[config.mk]
export PLATFORM = sky130hd
export DESIGN_NAME = spi_link_fsm
export DESIGN_NICKNAME = d
export VERILOG_FILES = /design/src/rtl/spi_link_pkg.sv /design/src/rtl/spi_pin_sync.sv /design/src/rtl/spi_req_timer.sv /design/src/rtl/spi_mode0_shifter.sv /design/src/rtl/spi_link_fsm.sv
export SDC_FILE = /design/constraint.sdc
export NUM_CORES = 1
export LEC_CHECK = 0
export BUFFER_PORTS_ARGS = -buffer_cell sky130_fd_sc_hd__buf_4
export CORE_MARGIN = 2
export CORE_UTILIZATION = 35
export CTS_CLUSTER_SIZE = 40
export DETAILED_ROUTE_END_ITERATION = 7
export SLEW_MARGIN = 30
export SYNTH_ARGS = -nofsm -noshare
export SYNTH_HDL_FRONTEND = slang
export SYNTH_SLANG_ARGS = --single-unit
[constraint.sdc]
create_clock -name clk -period 2.1 [get_ports clk]
set_clock_uncertainty 0.2 [all_clocks]
set_input_delay 0.63 -clock clk [delete_from_list [all_inputs] [get_ports clk]]
set_output_delay 0.63 -clock clk [all_outputs]
set_load 0.1 [all_outputs]
[src/rtl/spi_link_pkg.sv]
package spi_link_pkg;

  typedef enum logic [2:0] {
    LS_INIT  = 3'd0,
    LS_IDLE  = 3'd1,
    LS_SEL   = 3'd2,
    LS_PRO   = 3'd3,
    LS_BUSY  = 3'd4,
    LS_SLEEP = 3'd5
  } link_state_e;

  // bits needed to count 0 .. n-1
  function automatic int cnt_bits(input int n);
    return (n < 2) ? 1 : $clog2(n);
  endfunction

  // cycles during which an own-driven select low may still echo through the synchroniser
  function automatic int echo_len(input int stages);
    return stages + 1;
  endfunction

endpackage

[src/rtl/spi_pin_sync.sv]
module spi_pin_sync #(
  parameter int           W       = 3,
  parameter int           STAGES  = 2,
  parameter logic [W-1:0] RST_VAL = '0
) (
  input  logic         clk,
  input  logic         rst_n,
  input  logic [W-1:0] d,
  output logic [W-1:0] q
);
  logic [W-1:0] stg [STAGES];

  always_ff @(posedge clk or negedge rst_n) begin
    if (!rst_n) begin
      for (int i = 0; i < STAGES; i++) stg[i] <= RST_VAL;
    end else begin
      stg[0] <= d;
      for (int i = 1; i < STAGES; i++) stg[i] <= stg[i-1];
    end
  end

  assign q = stg[STAGES-1];
endmodule

[src/rtl/spi_req_timer.sv]
module spi_req_timer
  import spi_link_pkg::*;
#(
  parameter int CYCLES = 50
) (
  input  logic clk,
  input  logic rst_n,
  input  logic run,
  output logic done
);
  localparam int CW = cnt_bits(CYCLES);
  logic [CW-1:0] cnt;

  always_ff @(posedge clk or negedge rst_n) begin
    if (!rst_n) cnt <= '0;
    else        cnt <= run ? cnt + 1'b1 : '0;
  end

  assign done = run && (cnt == CW'(CYCLES - 1));

  AST_TIMER_BOUND: assert property (@(posedge clk) disable iff (!rst_n)
    run |-> (int'(cnt) < CYCLES));
endmodule

[src/rtl/spi_mode0_shifter.sv]
module spi_mode0_shifter
  import spi_link_pkg::*;
#(
  parameter int W = 8   // at least 2
) (
  input  logic         clk,
  input  logic         rst_n,
  input  logic         active,
  input  logic         sclk_s,
  input  logic         mosi_s,
  input  logic [W-1:0] tx_word,
  output logic         miso,
  output logic [W-1:0] rx_word,
  output logic         rx_valid
);
  localparam int BW = cnt_bits(W);

  logic          sclk_d;
  logic          rise, fall;
  logic [BW-1:0] bcnt;
  logic [W-1:0]  rx_sh, tx_sh;
  logic          reload;

  assign rise = sclk_s & ~sclk_d;
  assign fall = ~sclk_s & sclk_d;

  always_ff @(posedge clk or negedge rst_n) begin
    if (!rst_n) begin
      sclk_d   <= 1'b0;
      bcnt     <= '0;
      rx_sh    <= '0;
      tx_sh    <= '0;
      rx_word  <= '0;
      rx_valid <= 1'b0;
      reload   <= 1'b0;
    end else begin
      sclk_d   <= sclk_s;
      rx_valid <= 1'b0;
      if (!active) begin
        bcnt   <= '0;
        tx_sh  <= tx_word;
        reload <= 1'b0;
      end else begin
        if (rise) begin
          rx_sh <= {rx_sh[W-2:0], mosi_s};
          if (bcnt == BW'(W - 1)) begin
            bcnt     <= '0;
            rx_word  <= {rx_sh[W-2:0], mosi_s};
            rx_valid <= 1'b1;
            reload   <= 1'b1;
          end else begin
            bcnt <= bcnt + 1'b1;
          end
        end
        if (fall) begin
          if (reload) begin
            tx_sh  <= tx_word;
            reload <= 1'b0;
          end else begin
            tx_sh <= {tx_sh[W-2:0], 1'b0};
          end
        end
      end
    end
  end

  assign miso = tx_sh[W-1];

  AST_BITCNT_RANGE: assert property (@(posedge clk) disable iff (!rst_n)
    int'(bcnt) < W);
endmodule

[src/rtl/spi_link_fsm.sv]
module spi_link_fsm
  import spi_link_pkg::*;
#(
  parameter int LINK_PINS   = 4,   // 4: request on select line, 5: dedicated interrupt
  parameter int REQ_CYCLES  = 50,  // request window in clk cycles
  parameter int WORD_W      = 8,
  parameter int SYNC_STAGES = 2
) (
  input  logic              clk,
  input  logic              rst_n,
  input  logic              init_done,
  input  logic              tx_req,
  input  logic              sleep_req,
  input  logic              flow_hold,
  input  logic              spi_sclk,
  input  logic              spi_mosi,
  input  logic              spi_nss_in,
  input  logic [WORD_W-1:0] tx_word,
  output logic              spi_miso,
  output logic              spi_miso_en,
  output logic              spi_nss_pull,
  output logic              spi_irq,
  output logic [WORD_W-1:0] rx_word,
  output logic              rx_valid,
  output logic [2:0]        link_state
);
  localparam bit HAS_INT  = (LINK_PINS == 5);
  localparam int ECHO_LEN = echo_len(SYNC_STAGES);
  localparam int EW       = cnt_bits(ECHO_LEN + 1);

  // synchronised pins
  logic sclk_s, mosi_s, nss_s;
  spi_pin_sync #(.W(3), .STAGES(SYNC_STAGES), .RST_VAL(3'b001)) u_sync (
    .clk  (clk),
    .rst_n(rst_n),
    .d    ({spi_sclk, spi_mosi, spi_nss_in}),
    .q    ({sclk_s, mosi_s, nss_s})
  );

  link_state_e   st, st_nx;
  logic          pend;
  logic [EW-1:0] echo_q;

  // named internal events
  logic line_idle;      // select sensed high and not our own echo
  logic master_sel;     // master selection seen
  logic req_launch;     // entering pro-active
  logic req_done;       // request window over
  logic own_release;    // 4-pin: we stop pulling the line

  assign line_idle  = nss_s && (echo_q == '0);
  assign master_sel = !nss_s && (echo_q == '0);

  spi_req_timer #(.CYCLES(REQ_CYCLES)) u_timer (
    .clk  (clk),
    .rst_n(rst_n),
    .run  (st == LS_PRO),
    .done (req_done)
  );

  always_comb begin
    st_nx = st;
    unique case (st)
      LS_INIT:  if (init_done) st_nx = LS_IDLE;
      LS_IDLE: begin
        if (master_sel)             st_nx = LS_SEL;
        else if (sleep_req)         st_nx = LS_SLEEP;
        else if (pend && line_idle) st_nx = LS_PRO;
      end
      LS_SEL:   if (nss_s) st_nx = (!HAS_INT && flow_hold) ? LS_BUSY : LS_IDLE;
      LS_PRO: begin
        if (HAS_INT && !nss_s) st_nx = LS_SEL;
        else if (req_done)     st_nx = LS_IDLE;
      end
      LS_BUSY:  if (!flow_hold) st_nx = LS_IDLE;
      LS_SLEEP: if (!nss_s) st_nx = LS_IDLE;
      default:  st_nx = LS_IDLE;
    endcase
  end

  assign req_launch  = (st == LS_IDLE) && (st_nx == LS_PRO);
  assign own_release = !HAS_INT && (st == LS_PRO || st == LS_BUSY) && (st_nx == LS_IDLE);

  always_ff @(posedge clk or negedge rst_n) begin
    if (!rst_n) begin
      st     <= LS_INIT;
      pend   <= 1'b0;
      echo_q <= '0;
    end else begin
      st <= st_nx;
      if (st == LS_INIT)   pend <= 1'b0;
      else if (tx_req)     pend <= 1'b1;
      else if (req_launch) pend <= 1'b0;
      if (own_release)         echo_q <= EW'(ECHO_LEN);
      else if (echo_q != '0)   echo_q <= echo_q - 1'b1;
    end
  end

  // bus drive per variant
  generate
    if (HAS_INT) begin : g_five
      assign spi_irq      = (st == LS_PRO) && nss_s;
      assign spi_nss_pull = 1'b0;
    end else begin : g_four
      assign spi_irq      = 1'b0;
      assign spi_nss_pull = (st == LS_PRO) || (st == LS_BUSY);
    end
  endgenerate

  assign spi_miso_en = (st == LS_SEL);
  assign link_state  = st;

  spi_mode0_shifter #(.W(WORD_W)) u_shift (
    .clk     (clk),
    .rst_n   (rst_n),
    .active  (st == LS_SEL),
    .sclk_s  (sclk_s),
    .mosi_s  (mosi_s),
    .tx_word (tx_word),
    .miso    (spi_miso),
    .rx_word (rx_word),
    .rx_valid(rx_valid)
  );

  AST_INIT_QUIET: assert property (@(posedge clk) disable iff (!rst_n)
    (st == LS_INIT) |-> (!spi_miso_en && !spi_irq && !spi_nss_pull));
  AST_INIT_HOLD: assert property (@(posedge clk) disable iff (!rst_n)
    (st == LS_INIT && !init_done) |=> (st == LS_INIT));
  AST_RX_ONLY_SELECTED: assert property (@(posedge clk) disable iff (!rst_n)
    rx_valid |-> ($past(st) == LS_SEL));
  AST_PRO_WINDOW_END: assert property (@(posedge clk) disable iff (!rst_n)
    (st == LS_PRO && req_done) |=> (st != LS_PRO));
  AST_PULL_ON_IDLE_LINE: assert property (@(posedge clk) disable iff (!rst_n)
    ($rose(spi_nss_pull) && st == LS_PRO) |-> $past(nss_s));
  AST_IRQ_NSS_EXCL: assert property (@(posedge clk) disable iff (!rst_n)
    spi_irq |-> $past(nss_s));
  AST_SLEEP_WAKE: assert property (@(posedge clk) disable iff (!rst_n)
    (st == LS_SLEEP && !nss_s) |=> (st == LS_IDLE));
endmodule

-- Yosys cells after proc, flatten, opt, wreduce, memory -nomap -nowiden
Index checks and enable logic that the tools add are counted.
- flip-flop bits (word level): 47
- output and inout port bits: 16
- input bits: 17
- word-level logic and storage cells: 76
- reductions and logical operators: 15
- add/subtract/negate cells: 3
- bitwise logic cells: 4
- equality and inequality tests: 11
- mux-type cells: 30
- operators by type and width (operator ; count):
    3-bit 2-to-1 mux ; 12
    8-bit 2-to-1 mux ; 3
    3-bit case mux with 6 select lines ; 1
    1-bit 2-to-1 mux ; 11
    3-bit by 2-bit == test with 1-bit output, second input constant ; 3
    3-bit == test, second input constant ; 3
    6-bit by 1-bit adder with 6-bit output, second input constant ; 1
    3-bit by 1-bit == test with 1-bit output, second input constant ; 2
    6-bit == test, second input constant ; 1
    1-bit logical AND ; 6
    6-bit 2-to-1 mux ; 1
    2-bit 2-to-1 mux ; 2
    2-bit != test, second input constant ; 2
    2-bit nonzero test ; 2
    3-bit by 1-bit adder with 3-bit output, second input constant ; 1
    3-bit zero test ; 1
    3-bit AND reduction ; 1
    3-bit nonzero test ; 1
    1-bit AND ; 2
    2-bit zero test ; 1
    1-bit inverter ; 2
    2-bit AND reduction ; 1
    2-bit by 1-bit subtractor with 2-bit output, second input constant ; 1
    1-bit zero test ; 1
    1-bit logical OR ; 1

-- Longest topological paths before layout
- depth after elaboration: 12
- gate-level depth with buffers: 7
- mapped depth without buffers: 5

-- Cells and area by module
From an unflattened synthesis, not the netlist that was laid out.
- cells, all modules: 165
- area total of the unflattened synthesis: 2187.1 µm²
- by module, submodules not included (module ; sequential area each (µm²) ; times used ; cells each ; area each (µm²)):
    spi_mode0_shifter ; 725.7 ; 1 ; 84 ; 1282.5
    spi_link_fsm ; 150.1 ; 1 ; 46 ; 440.4
    spi_req_timer ; 150.1 ; 1 ; 26 ; 289.0
    spi_pin_sync ; 152.6 ; 1 ; 9 ; 175.2

-- Least setup slack after synthesis
No wires, ideal clock.
- kind: reg2out
- start: reg st[1], in the netlist link_state[1]
- end: out spi_nss_pull
- arrival: 2.060 ns
- path buffers: 1
- stages on the path, launching flop included: 4
- slack: -0.790 ns
- required time: 1.270 ns
- cells stage by stage: dfrtp_1 > clkbuf_1 > nand3b_1 > a21bo_2
- longest elaborated chain between the ends: 2
- elaborated cells on any way between the ends: 3
- those cells by class: eq/ne (2); reduce/logical (1)
- ends and longest elaborated chain (item ; RTL line ; source):
    start, declared ; spi_link_fsm.sv:40 ; link_state_e st, st_nx;
    start signal, assigned ; spi_link_fsm.sv:90 ; st <= st_nx;
    3-bit by 2-bit == test with 1-bit output / 3-bit == test (equally long branches) ; spi_link_fsm.sv:106 ; assign spi_nss_pull = (st == LS_PRO) || (st == LS_BUSY);
    1-bit logical OR * ; spi_link_fsm.sv:106 ;
    end, declared ; spi_link_fsm.sv:21 ; output logic spi_nss_pull,
Every way passes the cells marked *; elsewhere a longest branch is shown, timed or not.

-- Worst setup path after layout
- start: reg st[2], in the netlist link_state[2]
- end: out spi_nss_pull
The elaborated chain is that of the path after synthesis.

==> results.cfg <==
[status]
outcome = complete, but fails checks
violations = setup timing

[placement]
io_buffers = 31
gp_congestion = 0.7669
place_ws_ns = 0.09431
dp_hpwl_um = 2425

[critical_path]
cp.required_ns = 1.27
cp-start-kind = flop
cpMaxStageDelayCell = dfrtp_4
crit_buf_inv = 1
path_class = reg -> out
cp.depth = 3
crit_fanout = 5
cp.arrival_ns = 1.35
cp_top_family = flip-flops
crit_path_end_kind = output pin
crit_chain = nand3b_1, a21bo_4, buf_12
r2r_cells = 5
critPathMaxStageDelay_ns = 0.50

[floorplanning]
dieArea_mm2 = 0.006506
die_width_um = 80.66
initial_core_util_pct = 36.68
io_pins = 33
core_region_area_mm2 = 0.005608
die_y_um = 80.66
rows = 27

[route]
drtIter0Drc = 73
dr.pass1.iters = 4
vias_per_cell = 4.771
wirelength_um = 3469
vias = 1312
wl_per_cell_um = 12.61
drc = 0
ant_nets = 0

[clock_tree]
root_buffer = clkbuf_8
cts.clk_slew.worst_paths_ns = 0.08
ctsLongestPathBuffers = 2
cts_buffers = 5
h-tree-depth = 2
clock_latency_ns = 0.30
clkSinkCount = 47
tritoncts = built

[logic_synthesis]
yosysUniqueCellTypes = 42
netlist_instances = 159
yosysMostFrequentCell = dfrtp_1
synth_area_leaders = dfrtp_1, mux2_2, mux2_1
synth_area_mm2 = 0.002057
ys_warn_count = 0
synth-seq-cells = 47
synth-async-reset-ratio_pct = 100.0
synthTopCellsByCount = dfrtp_1, mux2_2, nor2_1
synth_top_area_share_pct = 54.74
syn_nets = 181
synth-seq-area-share_pct = 57.30
synth_ff_type = dfrtp_1
synth_edf_count = 0
post-synth-top-area-cell = dfrtp_1
avgSynthCellArea_um2 = 12.94

[timing]
setup_viol = 2
rsz0062_at_grt = true
fin_crit_sh_pct = 103.6
fin_ws_ns = -0.07556
whs_ns = 0.03670
fin_tns_setup_ns = -0.1262
maxSlewViolCount = 0
timing.final.crit_period_ns = 2.176
timing.fmax_mhz = 459.7
hold_viol = 0

[min_path]
min_path_type = in -> async

[global_routing]
track_usage_pct = 11.65
grt_pass1_vias = 1258
overflow = 0
grt_max_degree = 27
grt_pass1_wl_um = 5830
grt_antenna_before_repair = 0

[flow_run]
cap_violations = 0

[final_layout]
diodes = 0
num-nets-final = 224
syn2layout_area_growth_pct = 27.13
layout-drive-gt1-share_pct = 43.35
fillers = 545

[power_and_ir_drop]
ir_worst_vdd_mv = 0.8067
p_leak_nw = 1.253
power_density_mw_per_mm2 = 1066
## worst paths after layout
check,startpoint,to,slack (ns)
worst max-delay path,link_state[2]$_DFF_PN0_,spi_nss_pull,-0.08
worst min-delay path,rst_n,echo_q[1]$_DFFE_PN0P_,0.04
worst max register to register,link_state[0]$_DFF_PN0_,u_shift.tx_sh[4]$_DFFE_PN0P_,0.08
worst min register to register,u_sync.stg[5]$_DFF_PN0_,u_sync.q[2]$_DFF_PN0_,0.16
max in group asynchronous,rst_n,u_sync.q[0]$_DFF_PN1_,1.16
min in group clk,u_sync.stg[5]$_DFF_PN0_,u_sync.q[2]$_DFF_PN0_,0.16
## registers in the layout (all words and copies together), names as in the netlist
| register | cells |
|---|---|
| u_shift.rx_word | 8 |
| u_shift.tx_sh | 8 |
| u_shift.rx_sh | 7 |
| u_timer.cnt | 6 |
| link_state | 3 |
| u_shift.bcnt | 3 |
| u_sync.q | 3 |
| u_sync.stg | 3 |
| echo_q | 2 |
| pend | 1 |
| u_shift.reload | 1 |
| u_shift.rx_valid | 1 |
| u_shift.sclk_d | 1 |
## where the power goes
| part | internal (W) | switching (W) | total, W |
|---|---|---|---|
| logic | 0.000442 | 0.000664 | 0.00111 |
| registers | 0.00104 | 0.0000896 | 0.00113 |
| clock network | 0.000239 | 0.000307 | 0.000547 |
## cell usage in the layout (no fill, tap or decap), types with 5 or more instances in the layout
cell type / count
buf_4: 37
clkbuf_8: 5
dfrtp_1: 42
ha_1: 5
inv_1: 5
mux2_2: 19
mux2_4: 8
nand2_1: 5
nor2_1: 15
nor2b_1: 5
## what timing repair did
action,CTS,global route
gates resized for setup,7,2
hold buffers,0,0
buffers inserted,3,0
setup endpoints to repair,2,5
## cell families (layout without fill, tap and decap cells)
| logic type | count (synthesis) | in the layout | synth area share (%) |
|---|---|---|---|
| buffers and inverters | 13 | 57 | 3.163 |
| AO/OA/AOI/OAI | 16 | 16 | 5.719 |
| adder cells (fa/ha/maj) | 5 | 5 | 3.041 |
| multiplexers | 33 | 33 | 17.88 |
| AND/OR/NAND/NOR | 40 | 40 | 11.01 |
| other | 1 | 1 | 0.1823 |
| flip-flops | 47 | 47 | 57.30 |
| XOR/XNOR | 4 | 4 | 1.703 |
## routing by layer
layer	GRT usage, %	vias to the layer above	routed length (um)
met4	4.068	0	35
met3	3.034	4	176
met5	0	-	0
met2	17.25	30	1527
met1	16.43	641	1729
li1	-	637	-
## stage by stage
stage,power (W),instances,utilization [%],area [um^2]
after CTS,0.002814,275,46.50,2608
after global placement,0.002157,264,44.02,2469
after global routing,0.002958,275,46.63,2615
after floorplan,0.001945,159,-,2120
final,0.002786,275,46.63,2615
after detailed placement,0.002168,264,44.02,2469
## layout make-up
cell class              instances  area [um^2]  share of cell area, %
clock buffers                   6        72.57                  2.775
multi-input cells              99        852.1                  32.58
repair buffers                 42        360.3                  13.78
flip-flops and latches         47         1190                  45.50
inverters                       7        33.78                  1.292
clock inverters                 2        16.27                 0.6220
well taps                      72        90.09                  3.445
Power figures use the tool's default switching activity.
